<file path="config.mk">
export PLATFORM = sky130hd
export DESIGN_NAME = colmul_top
export DESIGN_NICKNAME = d
export VERILOG_FILES = /design/src/rtl/colmul_pkg.sv /design/src/rtl/colmul_bounds.sv /design/src/rtl/colmul_acc.sv /design/src/rtl/colmul_top.sv
export SDC_FILE = /design/constraint.sdc
export NUM_CORES = 1
export LEC_CHECK = 0
export BUFFER_PORTS_ARGS = -buffer_cell sky130_fd_sc_hd__buf_2
export CORE_UTILIZATION = 30
export CTS_CLUSTER_SIZE = 12
export DETAILED_ROUTE_END_ITERATION = 7
export GPL_TIMING_DRIVEN = 0
export MAX_ROUTING_LAYER = met4
export PLACE_DENSITY = 0.48
export SLEW_MARGIN = 20
export SYNTH_ARGS = -nofsm -noshare
export SYNTH_HDL_FRONTEND = slang
export SYNTH_SLANG_ARGS = --single-unit
</file>
<file path="constraint.sdc">
create_clock -name clk -period 4.69 [get_ports clk]
set_input_delay 0.938 -clock clk [delete_from_list [all_inputs] [get_ports clk]]
set_output_delay 0.938 -clock clk [all_outputs]
set_load 0.1 [all_outputs]
</file>
<file path="src/rtl/colmul_pkg.sv">
package colmul_pkg;

    typedef enum logic [2:0] {
        ST_IDLE = 3'd0,
        ST_MAC  = 3'd1,
        ST_EMIT = 3'd2,
        ST_LAST = 3'd3,
        ST_FIN  = 3'd4
    } mul_state_e;

endpackage

</file>
<file path="src/rtl/colmul_bounds.sv">
// Computes one bound of the pair index j inside column col.
// LOW_BOUND=1 : smallest j such that col-j < la   -> max(0, col+1-la)
// LOW_BOUND=0 : largest  j such that j < lb, j<=col -> min(col, lb-1)
module colmul_bounds #(
    parameter int MAX_LEN   = 64,
    parameter bit LOW_BOUND = 1'b1,
    localparam int LEN_W = $clog2(MAX_LEN + 1),
    localparam int AW    = $clog2(MAX_LEN),
    localparam int CW    = $clog2(2 * MAX_LEN)
) (
    input  logic [CW-1:0]    col,
    input  logic [LEN_W-1:0] len,
    output logic [AW-1:0]    bound
);

    localparam int XW = CW + 1;

    generate
        if (LOW_BOUND) begin : g_low
            logic [XW-1:0] col_p1;
            logic [XW-1:0] len_x;
            logic [XW-1:0] diff;
            always_comb begin
                col_p1 = XW'(col) + XW'(1);
                len_x  = XW'(len);
                diff   = col_p1 - len_x;
                bound  = (col_p1 > len_x) ? AW'(diff) : '0;
            end
        end else begin : g_high
            logic [XW-1:0] col_x;
            logic [XW-1:0] len_x;
            logic [XW-1:0] len_m1;
            always_comb begin
                col_x  = XW'(col);
                len_x  = XW'(len);
                len_m1 = len_x - XW'(1);
                bound  = (col_x < len_x) ? AW'(col_x) : AW'(len_m1);
            end
        end
    endgenerate

endmodule

</file>
<file path="src/rtl/colmul_acc.sv">
// Wide column accumulator: clear, add one digit product, or drop the low digit.
module colmul_acc #(
    parameter int DIGIT_W = 16,
    parameter int ACC_W   = 50
) (
    input  logic               clk,
    input  logic               rst_n,
    input  logic               clr,
    input  logic               mac_en,
    input  logic               shift_en,
    input  logic [DIGIT_W-1:0] a_dig,
    input  logic [DIGIT_W-1:0] b_dig,
    output logic [DIGIT_W-1:0] low_dig
);

    localparam int PROD_W = 2 * DIGIT_W;

    logic [ACC_W-1:0]  acc_q;
    logic [PROD_W-1:0] prod;

    always_comb begin
        prod = PROD_W'(a_dig) * PROD_W'(b_dig);
    end

    always_ff @(posedge clk or negedge rst_n) begin
        if (!rst_n) begin
            acc_q <= '0;
        end else if (clr) begin
            acc_q <= '0;
        end else if (mac_en) begin
            acc_q <= acc_q + ACC_W'(prod);
        end else if (shift_en) begin
            acc_q <= acc_q >> DIGIT_W;
        end
    end

    assign low_dig = acc_q[DIGIT_W-1:0];


    acc_headroom_chk: assert property (@(posedge clk) disable iff (!rst_n)
        !acc_q[ACC_W-1]);

endmodule

</file>
<file path="src/rtl/colmul_top.sv">
module colmul_top
    import colmul_pkg::*;
#(
    parameter int DIGIT_W = 16,
    parameter int MAX_LEN = 64,
    parameter int ACC_W   = 50,
    localparam int LEN_W = $clog2(MAX_LEN + 1),
    localparam int AW    = $clog2(MAX_LEN),
    localparam int CW    = $clog2(2 * MAX_LEN)
) (
    input  logic               clk,
    input  logic               rst_n,
    input  logic               start,
    input  logic [LEN_W-1:0]   len_a,
    input  logic [LEN_W-1:0]   len_b,
    output logic [AW-1:0]      a_addr,
    input  logic [DIGIT_W-1:0] a_rdata,
    output logic [AW-1:0]      b_addr,
    input  logic [DIGIT_W-1:0] b_rdata,
    output logic               p_we,
    output logic [CW-1:0]      p_addr,
    output logic [DIGIT_W-1:0] p_wdata,
    output logic               done
);

    mul_state_e state_q, state_d;

    logic [LEN_W-1:0]   la_q, lb_q;
    logic [CW-1:0]      col_q;
    logic [CW-1:0]      col_nxt;
    logic [CW-1:0]      last_col;
    logic [AW-1:0]      j_q;
    logic [AW-1:0]      j_lo_nxt;
    logic [AW-1:0]      j_hi_cur;
    logic [DIGIT_W-1:0] acc_low;
    logic               acc_clr, acc_mac, acc_shift;
    logic               col_end, run_end;

    assign col_nxt  = col_q + CW'(1);
    assign last_col = CW'(la_q) + CW'(lb_q) - CW'(2);
    assign col_end  = (j_q == j_hi_cur);
    assign run_end  = (col_q == last_col);

    colmul_bounds #(.MAX_LEN(MAX_LEN), .LOW_BOUND(1'b1)) u_lo (
        .col   (col_nxt),
        .len   (la_q),
        .bound (j_lo_nxt)
    );

    colmul_bounds #(.MAX_LEN(MAX_LEN), .LOW_BOUND(1'b0)) u_hi (
        .col   (col_q),
        .len   (lb_q),
        .bound (j_hi_cur)
    );

    // state register
    always_ff @(posedge clk or negedge rst_n) begin
        if (!rst_n) state_q <= ST_IDLE;
        else        state_q <= state_d;
    end

    // next-state logic
    always_comb begin
        state_d = state_q;
        unique case (state_q)
            ST_IDLE: if (start)   state_d = ST_MAC;
            ST_MAC:  if (col_end) state_d = ST_EMIT;
            ST_EMIT: state_d = run_end ? ST_LAST : ST_MAC;
            ST_LAST: state_d = ST_FIN;
            ST_FIN:  state_d = ST_IDLE;
            default: state_d = ST_IDLE;
        endcase
    end

    // column and pair sequencing
    always_ff @(posedge clk or negedge rst_n) begin
        if (!rst_n) begin
            la_q  <= LEN_W'(1);
            lb_q  <= LEN_W'(1);
            col_q <= '0;
            j_q   <= '0;
        end else begin
            unique case (state_q)
                ST_IDLE: if (start) begin
                    la_q  <= len_a;
                    lb_q  <= len_b;
                    col_q <= '0;
                    j_q   <= '0;
                end
                ST_MAC:  if (!col_end) j_q <= j_q + AW'(1);
                ST_EMIT: if (!run_end) begin
                    col_q <= col_nxt;
                    j_q   <= j_lo_nxt;
                end
                default: ;
            endcase
        end
    end

    // outputs
    always_comb begin
        acc_clr   = 1'b0;
        acc_mac   = 1'b0;
        acc_shift = 1'b0;
        p_we      = 1'b0;
        p_addr    = col_q;
        done      = 1'b0;
        unique case (state_q)
            ST_IDLE: acc_clr = start;
            ST_MAC:  acc_mac = 1'b1;
            ST_EMIT: begin
                p_we      = 1'b1;
                acc_shift = 1'b1;
            end
            ST_LAST: begin
                p_we   = 1'b1;
                p_addr = col_nxt;
            end
            ST_FIN:  done = 1'b1;
            default: ;
        endcase
    end

    assign a_addr  = AW'(col_q - CW'(j_q));
    assign b_addr  = j_q;
    assign p_wdata = acc_low;

    colmul_acc #(.DIGIT_W(DIGIT_W), .ACC_W(ACC_W)) u_acc (
        .clk      (clk),
        .rst_n    (rst_n),
        .clr      (acc_clr),
        .mac_en   (acc_mac),
        .shift_en (acc_shift),
        .a_dig    (a_rdata),
        .b_dig    (b_rdata),
        .low_dig  (acc_low)
    );


    addr_in_range_chk: assert property (@(posedge clk) disable iff (!rst_n)
        (state_q == ST_MAC) |-> ((LEN_W'(a_addr) < la_q) && (LEN_W'(b_addr) < lb_q)));


    done_after_top_chk: assert property (@(posedge clk) disable iff (!rst_n)
        (p_we && p_addr == CW'(CW'(la_q) + CW'(lb_q) - CW'(1))) |=> done);


    done_single_chk: assert property (@(posedge clk) disable iff (!rst_n)
        done |=> !done);


    len_hold_chk: assert property (@(posedge clk) disable iff (!rst_n)
        (state_q != ST_IDLE) |=> ($stable(la_q) && $stable(lb_q)));

endmodule

</file>
---- Word-level counts from Yosys, hierarchy flattened ----
Index checks and enable logic that the tools add are counted.
W data, S select, Z words.
storage, ports and cells
  bits in registers ....................... 80
  latch bits .............................. 0
  bits in writable memories ............... 0
  ROM bits ................................ 0
  bits of input ports ..................... 49
  output and inout port bits .............. 37
  word-level logic and storage cells ...... 59
  memories kept ........................... 0
operators by class
  $add $sub $neg .......................... 9
  multiply operators ...................... 1
  divide/modulo/power cells ............... 0
  $lt $le $gt $ge ......................... 2
  equality and inequality tests ........... 10
  shifts and indexed selects .............. 0
  mux-type cells .......................... 22
  bitwise gates (word level) .............. 0
  reductions and logical operators ........ 9
operators with widths
  cell                   number
  $mux W50               3
  $add A50 B32 Y50       1
  $mul A16 B16 Y32       1
  $mux W6                5
  $mux W7                3
  $pmux W6 S3            1
  $pmux W7 S2            1
  $pmux W3 S4            1
  $sub A6 B6 Y6          2
  $add A7 B1 Y8 const B  1
  $gt A8 B7 Y1           1
  $ne A2 B2 Y1 const B   4
  $add A7 B1 Y7 const B  1
  $add A7 B7 Y7          1
  $eq A7 B7 Y1           1
  $lt A7 B7 Y1           1
  $sub A7 B2 Y7 const B  1
  $add A6 B1 Y6 const B  1
  $eq A3 B2 Y1 const B   2
  $eq A6 B6 Y1           1
  $mux W3                2
  $reduce_bool A3 Y1     2
  $sub A6 B1 Y6 const B  1
  $mux W1                5
  9 further kinds        10

---- Logic depth before layout (Yosys ltp) ----
Gate-level depths: netlist of run 1.
  depth after elaboration ................. 6
  mapped depth ............................ 25
  depth with buffers taken out ............ 22

---- Cells and area by module ----
Synthesis of run 1 repeated with hierarchy kept, for this count alone.
unflattened totals
  cells, all modules ...................... 1796
  area, all modules ....................... 15603.7 um^2
modules (own cells, without submodules)
  module                 times used  cells an instance  area each (um^2)  sequential area each (um^2)
  colmul_acc             1           1451               12619.6           1251.2
  colmul_top             1           243                2207.1            753.2
  colmul_bounds at u_lo  1           63                 445.4             0.0
  colmul_bounds at u_hi  1           39                 331.6             0.0

---- Least setup slack after synthesis of run 1 ----
Ideal clock, no wire load.
  kind .................................... input to register
  start point ............................. input port a_rdata[7]
  end point ............................... register u_acc.acc_q[47]
  library setup time ...................... 0.121 ns
  arrival ................................. 6.675 ns
  required time ........................... 4.569 ns
  path slack .............................. -2.106 ns
  cell stages on the path ................. 22
  path buffers ............................ 1
  cells stage by stage .................... clkbuf_1 -> nand2_1 -> fa_1 -> inv_1 -> fa_1 -> inv_1 -> fa_1 -> inv_1 -> fa_1 -> fa_1 -> inv_1 -> fa_1 -> inv_1 -> ha_1 -> and2_1 -> o2111ai_1 -> o21bai_1 -> a2111oi_1 -> o31ai_1 -> a2111oi_0 -> o21ai_0 -> a22o_1
on the way
  cells in the longest elaborated chain, start to end .. 4
RTL lines
  element               RTL line          text
  from (decl)           colmul_top.sv:17  input logic [DIGIT_W-1:0] a_rdata,
  $mul A16 B16 Y32      colmul_acc.sv:22  prod = PROD_W'(a_dig) * PROD_W'(b_dig);
  $add A50 B32 Y50      colmul_acc.sv:31  acc_q <= acc_q + ACC_W'(prod);
  $mux W50              colmul_acc.sv:30  end else if (mac_en) begin
  $mux W50              colmul_acc.sv:28  end else if (clr) begin
  to (signal assigned)  colmul_acc.sv:31
  to (signal assigned)  colmul_acc.sv:33  acc_q <= acc_q >> DIGIT_W;
  to (decl)             colmul_acc.sv:18  logic [ACC_W-1:0] acc_q;
No other way between the ends.
A chain may end at the register's enable or synchronous reset.

---- Worst setup path after layout of run 1 ----
  start point ............................. input port b_rdata[4]
  end point ............................... register u_acc.acc_q[47]
on the way
  cells in the longest elaborated chain, start to end .. 4
RTL lines
  element           RTL line          text
  from (decl)       colmul_top.sv:19  input logic [DIGIT_W-1:0] b_rdata,
  $mul A16 B16 Y32  colmul_acc.sv:22
  $add A50 B32 Y50  colmul_acc.sv:31
  $mux W50          colmul_acc.sv:30
  $mux W50          colmul_acc.sv:28
No other way between the ends.

==> results of run 1 <==
-- cells in the final DEF, fill, tap and decap left out, types with 39 or more instances in the layout --
cell type and count:
and2_1 102, o21ai_0 40, buf_4 99, nor2_1 39
fa_1 207, inv_1 351, ha_1 112, nand2_1 179
dfrtp_1 78, buf_2 54, inv_2 40
-- final cells by class --
cell class,count,area (sq um),area share
multi-input combinational,1192,12500,0.636
sequential,80,2000,0.102
timing repair buffer,185,1610,0.0818
inverter,391,1470,0.0747
buffer,82,986,0.0501
tap,664,831,0.0423
clock buffer,9,225,0.0115
clock inverter,6,43.8,0.00223
-- synth_stat cells, types with 5 or more instances --
library cell,count
xor2_1,26
nor2_1,45
o21ai_0,76
o21a_1,5
and3_1,6
mux2i_1,7
fa_1,229
a31oi_1,17
buf_4,17
a211oi_1,7
a21oi_1,48
ha_1,143
a221oi_1,10
nand2_1,195
o211ai_1,6
clkbuf_1,60
a21o_1,26
nand3_1,23
nor3_1,15
dfrtp_1,78
nand4_1,8
o31a_1,5
and2_1,127
a22oi_1,27
nor2b_1,10
o31ai_1,10
nand2b_1,8
inv_1,391
xnor2_1,44
-- worst register-to-register path, stage by stage, from the launching register on --
cell and delay, ns:
dfrtp_1 0.48, inv_1 0.10, fa_1 0.54, inv_1 0.05, fa_1 0.48, fa_1 0.58
inv_2 0.05, fa_1 0.55, inv_2 0.05, ha_4 0.32, buf_12 0.12, nand2_8 0.05
a211oi_4 0.20, o211ai_1 0.23, a21oi_2 0.27, o31ai_4 0.13, clkbuf_8 0.17, o31a_1 0.27
o31a_1 0.29
-- state kept, by name, indices dropped and copies added, names as in the netlist --
signal	cells
state_q	3
col_q	7
lb_q	7
u_acc.acc_q	50
la_q	7
b_addr	6
-- worst min-delay path by stage --
stage / startpoint / end / cells past startpoint
floorplan: u_acc.acc_q[49] / u_acc.acc_q[49] / 1
global placement: u_acc.acc_q[49] / u_acc.acc_q[49] / 1
detailed placement: u_acc.acc_q[49] / u_acc.acc_q[49] / 1
CTS: u_acc.acc_q[49] / u_acc.acc_q[49] / 1
global route: rst_n / la_q[5] / 1
finish: u_acc.acc_q[49] / u_acc.acc_q[49] / 1
-- metal layers --
layer	wire, microns	share of wire	vias up
met4	1180	0.025	0
met2	23200	0.49	264
met3	1520	0.032	66
li1	-	-	5885
met1	21400	0.45	6314
met5	0	0	-
-- timing repair --
action | in CTS | in global routing
gates cloned | 2 | 1
resized for setup | 217 | 139
setup endpoints to repair | 43 | 43
hold buffers | 0 | 0
buffers inserted | 74 | 31
pin swaps | 69 | 107
-- cell families after synthesis --
logic type,synth area share
compound gates,0.125
xor+xnor,0.0406
fa+ha+maj,0.422
buf+inv,0.123
flops,0.133
mux,0.00613
simple gates,0.150
-- stage by stage --
stage	hold slack (ns)	area [sq um]
4_1_cts	0.500	19000
3_3_place_gp	0.470	17000
6_report	0.502	19700
2_1_floorplan	0.451	15800
3_5_place_dp	0.491	17100
5_1_grt	0.543	19700
==> impl_metrics.json, run 1 <==
{
  "outcome": "finished, violations left",
  "violations": "negative setup slack",
  "yosysWarnings": 0,
  "post-place-ws_ns": -2.53,
  "synth_cell_types": 70,
  "max_slew.worst_pin.slew_ns": 0.741,
  "fin_tns_setup_ns": -54.77,
  "grt_pass1_vias": 13292,
  "dp.cells": 2497,
  "crit_family": "adder cells",
  "critPathMaxFanout": 8,
  "cts_tree": "built",
  "worst_slack_ns": -1.73,
  "hp-class": "flip-flop to flip-flop",
  "startpoint_type": "input pin",
  "synth_area_leaders": "fa_1 30%, dfrtp_1 13%, ha_1 12%",
  "setup_viol": 43,
  "cp_data_required_time_ns": 4.93,
  "grt_pass1_wl_mm": 75.1,
  "layout-drive-gt1-share": 0.251,
  "rsz0062_at_grt": "yes",
  "grt_max_degree": 54,
  "coreArea_sq_um": 49300,
  "fp-row-count": 81,
  "via_count": 12529,
  "use_met2": 0.329,
  "cp.depth": 22,
  "synth_seq_cells": 80,
  "syn_inst": 1747,
  "yosysSeqAreaShare": 0.133,
  "via_per_inst": 4.80,
  "async_flop_share": 1.00,
  "die_area_sq_um": 51200,
  "max_freq_mhz": 156,
  "syn_nets": 2168,
  "yosys.area.top_type": "fa_1",
  "r2r_slack_ns": -0.34,
  "cts_max_path_buffers": 2,
  "fillerInstances": 4954,
  "gr-total-overflow": 0,
  "place_hpwl_mm": 38.7,
  "cts_sinks": 80,
  "start_util": 0.307,
  "die_h_microns": 226,
  "die_x_microns": 226,
  "insertion_delay_ns": 0.35,
  "firstDrtPassIters": 5,
  "crit_slowest_cell": "fa_1",
  "grt.busiest_layer": "met2",
  "use_met1": 0.255,
  "wl_mm": 47.3,
  "slew_headroom": 0.503,
  "drt-initial-drc-count": 603,
  "place.gp.congestion": 0.872,
  "io_buffer_count": 85,
  "h-tree-depth": 3,
  "drtAntennaViolNets": 0,
  "critPathLaunch": "b_rdata[4]",
  "yosysTopAreaCellShare": 0.304,
  "timing.rr.start": "u_acc.acc_q[11]",
  "cp.arrival_ns": 6.66,
  "synthesis.area_sq_um": 15100,
  "finalHoldViolations": 0,
  "worstSetupEndpoint": "u_acc.acc_q[47]",
  "design.portCount": 86,
  "met3_usage": 0.0165,
  "cts_buffers": 9,
  "diodes": 0,
  "drcViolationCount": 0,
  "instances_no_fill": 2609,
  "reg2reg_to": "u_acc.acc_q[46]",
  "antenna_found_initial": 0,
  "synth_area_per_cell_sq_um": 8.64,
  "clockRootBuffer": "clkbuf_16",
  "synth-edff-count": 0,
  "wl_per_cell_microns": 18.1,
  "critPathMostFrequentCell": "fa_1",
  "slowest_delay_ns": 0.56,
  "ys.flop_type": "dfrtp_1",
  "min_period_ns": 6.42,
  "grt_use_total": 0.197,
  "r2r_cells": 18,
  "path_buf_inv": 6,
  "cap_violations": 0,
  "critical_path_class": "input pin to flip-flop",
  "drv_slew": 0,
  "syn_to_final_growth_pct": 30.2,
  "path_cells": "buf_12 -> clkbuf_16 -> and2_4 -> fa_1 -> inv_1 -> fa_1 -> fa_1 -> inv_2 -> fa_2 -> fa_1 -> inv_1 -> fa_1 -> inv_2 -> ha_4 -> and4_4 -> o2111ai_2 -> o21bai_4 -> a2111oi_4 -> o31ai_4 -> a2111oi_4 -> o21ai_1 -> a22o_1",
  "fin_worst_skew_ns": 0.0100,
  "end_kind": "flip-flop",
  "clk_pin_slew_ns": 0.06,
  "final_nets": 2362,
  "utilization": 0.399,
  "period_share": 1.37
}
Power of run 1 is left out: the tool's default activity adds up to more than one toggle a clock period on the data nets, which glitch-free logic cannot reach.
==> run 2: changes to the inputs <==
CELL_PAD_IN_SITES_DETAIL_PLACEMENT = 1   (was not set)
CELL_PAD_IN_SITES_GLOBAL_PLACEMENT = 2   (was not set)
CORE_UTILIZATION = 36   (was 30)
PLACE_DENSITY = 0.8   (was 0.48)
==> impl_metrics.json, run 2 (synthesized netlist as in run 1, its figures left out) <==
{
  "outcome": "finished, violations left",
  "violations": "design-rule violations, negative setup slack",
  "setup_viol": 43,
  "antenna_found_initial": 0,
  "cts_buffers": 9,
  "grt_pass1_wl_mm": 82.3,
  "dp.cells": 2365,
  "worst_slack_ns": -1.94,
  "final_nets": 2368,
  "fin_tns_setup_ns": -61.07,
  "fp-row-count": 74,
  "cap_violations": 0,
  "coreArea_sq_um": 41100,
  "r2r_slack_ns": -0.56,
  "drv_slew": 0,
  "drt-initial-drc-count": 625,
  "grt_pass1_vias": 14075,
  "timing.rr.start": "u_acc.acc_q[13]",
  "grt_use_total": 0.260,
  "place_hpwl_mm": 41.4,
  "layout-drive-gt1-share": 0.244,
  "regMostFlops": "u_acc.acc_q",
  "drcViolationCount": 6,
  "cts_tree": "built",
  "reg2reg_to": "u_acc.acc_q[43]",
  "h-tree-depth": 3,
  "fin_worst_skew_ns": 0.0108,
  "via_count": 13008,
  "clk_pin_slew_ns": 0.07,
  "max_slew.worst_pin.slew_ns": 0.813,
  "r2r_cells": 17,
  "period_share": 1.41,
  "utilization": 0.474,
  "grt_max_degree": 49,
  "critPathMaxFanout": 10,
  "drtAntennaViolNets": 0,
  "wl_per_cell_microns": 21.4,
  "firstDrtPassIters": 8,
  "syn_to_final_growth_pct": 29.0,
  "die_h_microns": 207,
  "die_x_microns": 207,
  "cp_data_required_time_ns": 4.92,
  "slew_headroom": 0.452,
  "finalHoldViolations": 0,
  "critical_path_class": "input pin to flip-flop",
  "wl_mm": 53.1,
  "end_kind": "flip-flop",
  "diodes": 0,
  "cts_sinks": 80,
  "final_common_cell": "inv_1",
  "gr-total-overflow": 0,
  "startpoint_type": "input pin",
  "min_period_ns": 6.63,
  "cts_max_path_buffers": 2,
  "hp-class": "input pin to async pin",
  "insertion_delay_ns": 0.36,
  "die_area_sq_um": 42800,
  "io_buffer_count": 85,
  "design.portCount": 86,
  "via_per_inst": 5.24,
  "final_cell_mix": "365 x inv_1, 208 x fa_1, 183 x nand2_1",
  "cp.arrival_ns": 6.86,
  "largest_reg_flops": 50,
  "clockRootBuffer": "clkbuf_16",
  "instances_no_fill": 2484,
  "place.gp.congestion": 0.882,
  "hold_buffers": 0,
  "fillerInstances": 4726,
  "max_freq_mhz": 151,
  "start_util": 0.367,
  "rsz0062_at_grt": "yes"
}
run 2: cell count changes in the layout (fill, tap and decap cells not counted), sizes merged:
cell | before | now
buf | 209 | 214
clkbuf | 67 | 68
clkinv | 3 | 4
clkinvlp | 1 | 2
inv | 393 | 392
run 2: how the worst max path moves through the flow:
stage                            from              end  slack [ns]  cells past startpoint
after detailed placement  a_rdata[15]  u_acc.acc_q[46]       -2.66                     22
after global routing       b_rdata[8]  u_acc.acc_q[43]       -2.07                     23
after global placement    a_rdata[15]  u_acc.acc_q[46]       -2.56                     22
after CTS                  b_rdata[4]  u_acc.acc_q[47]       -1.85                     23
final                      a_rdata[9]  u_acc.acc_q[43]       -1.94                     21
after floorplan           b_rdata[15]  u_acc.acc_q[47]       -1.67                     20
run 2: cell type report:
cell class | instances | area, sq um | share of cell area
repair buffers | 189 | 1620 | 0.0829
inverters | 391 | 1470 | 0.0756
clock buffers | 9 | 225 | 0.0116
flip-flops and latches | 80 | 2000 | 0.103
multi-input cells | 1192 | 12500 | 0.639
well taps | 532 | 666 | 0.0342
plain buffers | 84 | 993 | 0.0510
clock inverters | 7 | 47.5 | 0.00244
run 2: metal layers:
layer,part of all wire,vias up,GRT usage,wire length [microns]
met5,0,-,-,0
met4,0.034,0,0.0774,1780
met1,0.44,6786,0.334,23300
met2,0.50,246,0.440,26700
li1,-,5887,-,-
met3,0.023,89,0.0155,1240
run 2: critical path, cell delays in order:
cell	delay [ns]
buf_4	0.15
clkbuf_16	0.18
nand2_1	0.07
fa_1	0.50
inv_1	0.05
fa_1	0.47
fa_2	0.63
fa_2	0.45
fa_1	0.55
inv_1	0.07
fa_1	0.49
inv_1	0.07
ha_4	0.29
and4_4	0.26
o2111ai_4	0.10
o21bai_4	0.24
a2111oi_4	0.52
o31ai_4	0.17
and2_4	0.22
o211a_1	0.20
a211o_1	0.23
run 2: metrics by stage:
step	area [sq um]	hold slack, ns	setup slack [ns]
after global routing	19500	0.556	-2.07
after floorplan	15800	0.451	-1.67
after global placement	16900	0.470	-2.56
final	19500	0.524	-1.94
after CTS	18700	0.490	-1.85
after detailed placement	16900	0.482	-2.66
run 2: what timing repair did:
item / CTS / global route
pin swaps: 80 / 68
resized for setup: 207 / 116
gates cloned: 2 / 1
endpoints found under the setup margin: 43 / 43
buffers inserted: 63 / 42
endpoints found under the hold margin: 0 / 0
Power of run 2 is left out for the same reason.
==> run 3: changes to the inputs <==
ABC_AREA = 1   (was not set)
CORE_UTILIZATION = 33   (was 36)
==> impl_metrics.json, run 3 <==
{
  "utilization": 0.455,
  "place_hpwl_mm": 52.8,
  "rsz0062_at_grt": "yes",
  "via_per_inst": 4.80,
  "cts_tree": "built",
  "slew_headroom": 0.420,
  "grt_max_degree": 50,
  "final_nets": 2996,
  "min_period_ns": 5.81,
  "cp.arrival_ns": 6.06,
  "fp-row-count": 81,
  "insertion_delay_ns": 0.37,
  "critical_path_class": "input pin to flip-flop",
  "design.portCount": 86,
  "place.gp.congestion": 0.945,
  "cts_sinks": 80,
  "ys.flop_type": "dfrtp_1",
  "hold_buffers": 0,
  "ys_top_cells_by_count": "645 x inv_1, 614 x nand2_1, 229 x fa_1",
  "final_common_cell": "inv_1",
  "cap_violations": 0,
  "layout-drive-gt1-share": 0.278,
  "max_slew.worst_pin.slew_ns": 0.870,
  "cp_data_required_time_ns": 4.94,
  "die_area_sq_um": 51000,
  "firstDrtPassIters": 5,
  "h-tree-depth": 3,
  "async_flop_share": 1.00,
  "final_area_sq_um": 22400,
  "cts_buffers": 9,
  "drcViolationCount": 0,
  "die_x_microns": 226,
  "via_count": 15574,
  "fin_worst_skew_ns": 0.00993,
  "end_kind": "flip-flop",
  "cts_max_path_buffers": 2,
  "yosysTopAreaCellShare": 0.277,
  "antenna_found_initial": 0,
  "dpl_cell_area_sq_um": 18800,
  "diodes": 0,
  "synth-edff-count": 0,
  "synth_area_per_cell_sq_um": 6.98,
  "wl_mm": 64.3,
  "synth_cell_types": 45,
  "holdWs_ns": 0.476,
  "syn_inst": 2371,
  "grt_pass1_vias": 17137,
  "finalHoldViolations": 0,
  "startpoint_type": "input pin",
  "largest_reg_flops": 50,
  "grt_pass1_wl_mm": 101,
  "yosys.area.top_type": "fa_1",
  "violations": "negative setup slack",
  "drtAntennaViolNets": 0,
  "yosysSeqAreaShare": 0.121,
  "coreArea_sq_um": 49200,
  "die_h_microns": 226,
  "hp-class": "input pin to async pin",
  "start_util": 0.337,
  "wl_per_cell_microns": 19.8,
  "io_buffer_count": 53,
  "synth_seq_cells": 80,
  "drt-initial-drc-count": 657,
  "critPathMaxFanout": 8,
  "syn_to_final_growth_pct": 35.2,
  "regMostFlops": "u_acc.acc_q",
  "gr-total-overflow": 0,
  "clk_pin_slew_ns": 0.07,
  "yosysWarnings": 0,
  "setup_viol": 43,
  "worst_slack_ns": -1.12,
  "period_share": 1.24,
  "synth_area_leaders": "fa_1 28%, inv_1 15%, nand2_1 14%",
  "grt_use_total": 0.269,
  "syn_nets": 2792,
  "drv_slew": 0,
  "final_cell_mix": "554 x inv_1, 514 x nand2_1, 205 x fa_1",
  "yosysMostFrequentCell": "inv_1",
  "outcome": "finished, violations left",
  "synthesis.area_sq_um": 16500,
  "max_freq_mhz": 172,
  "clockRootBuffer": "clkbuf_16"
}
==> run 3: changes by cell type after synthesis, moves of 18 or more <==
cell	delta
clkbuf_1	+18
xnor2_1	-32
nor2_1	+82
inv_1	+254
a22oi_1	-27
and2_1	-127
a21oi_1	+27
nand2_1	+419
nand3_1	+80
o21ai_0	+48
a21o_1	-23
==> run 3: area by class of cell <==
type                       count  area (sq um)
buffer                       101          1570
sequential                    80          2000
clock buffer                  10           239
timing repair buffer         193          1560
clock inverter                 6          97.6
inverter                     649          2450
tap                          664           831
multi-input combinational   1541         13600
fill                        5918         26800
==> run 3: worst paths after layout <==
path	startpoint	to	slack, ns	cells past startpoint
min in group clk	u_acc.acc_q[28]	u_acc.acc_q[28]	0.49	2
setup / recovery	b_rdata[4]	u_acc.acc_q[32]	-1.12	27
hold reg to reg	u_acc.acc_q[28]	u_acc.acc_q[28]	0.49	2
hold / removal	rst_n	b_addr[0]	0.48	1
setup reg to reg	u_acc.acc_q[13]	u_acc.acc_q[32]	0.26	21
max in group asynchronous	rst_n	lb_q[0]	3.58	2
==> run 3: critical path: stages <==
cell and delay [ns]:
clkbuf_16 0.13, clkbuf_16 0.17, nand2_4 0.07, inv_2 0.03
fa_1 0.48, inv_2 0.05, fa_2 0.57, fa_1 0.43
inv_2 0.07, fa_2 0.47, fa_1 0.55, inv_2 0.05
fa_1 0.49, inv_2 0.05, ha_4 0.28, nand2_4 0.09
nand2_4 0.07, a21oi_4 0.21, o21ai_4 0.10, a21oi_2 0.15
inv_2 0.08, nand2_1 0.11, nand2_1 0.06, nand2_1 0.05
nand3_1 0.10, nand2_1 0.12, nand2_1 0.05
==> run 3: cells by family after synthesis <==
| logic type | count (synthesis) | synth area share |
|---|---|---|
| AOI/OAI and AO/OA | 231 | 0.0742 |
| xor gates and xnor gates | 40 | 0.0212 |
| adders and majority gates | 372 | 0.385 |
| buffers and inverters | 750 | 0.175 |
| DFF | 80 | 0.121 |
| and+or+nand+nor | 898 | 0.223 |
==> run 3: layer usage <==
layer,track usage,vias to the layer above,share of wire
met2,0.468,232,0.51
met3,0.0176,112,0.021
met1,0.320,7844,0.42
li1,-,7386,-
met4,0.116,0,0.047
met5,-,-,0
==> run 3: per-stage QoR <==
stage               std cells  TNS, ns  setup slack [ns]
floorplan                2371   -36.04            -0.994
global placement         3088   -66.33             -1.92
detailed placement       3089   -69.47             -2.06
CTS                      3179   -39.96             -1.10
global route             3244   -47.30             -1.28
finish                   3244   -40.78             -1.12
==> run 3: timing repair <==
item	CTS	global route
cloned	4	5
endpoints found under the setup margin	45	45
setup buffers	70	60
resized for setup	279	248
pin swaps	125	145
Power of run 3 is left out for the same reason.
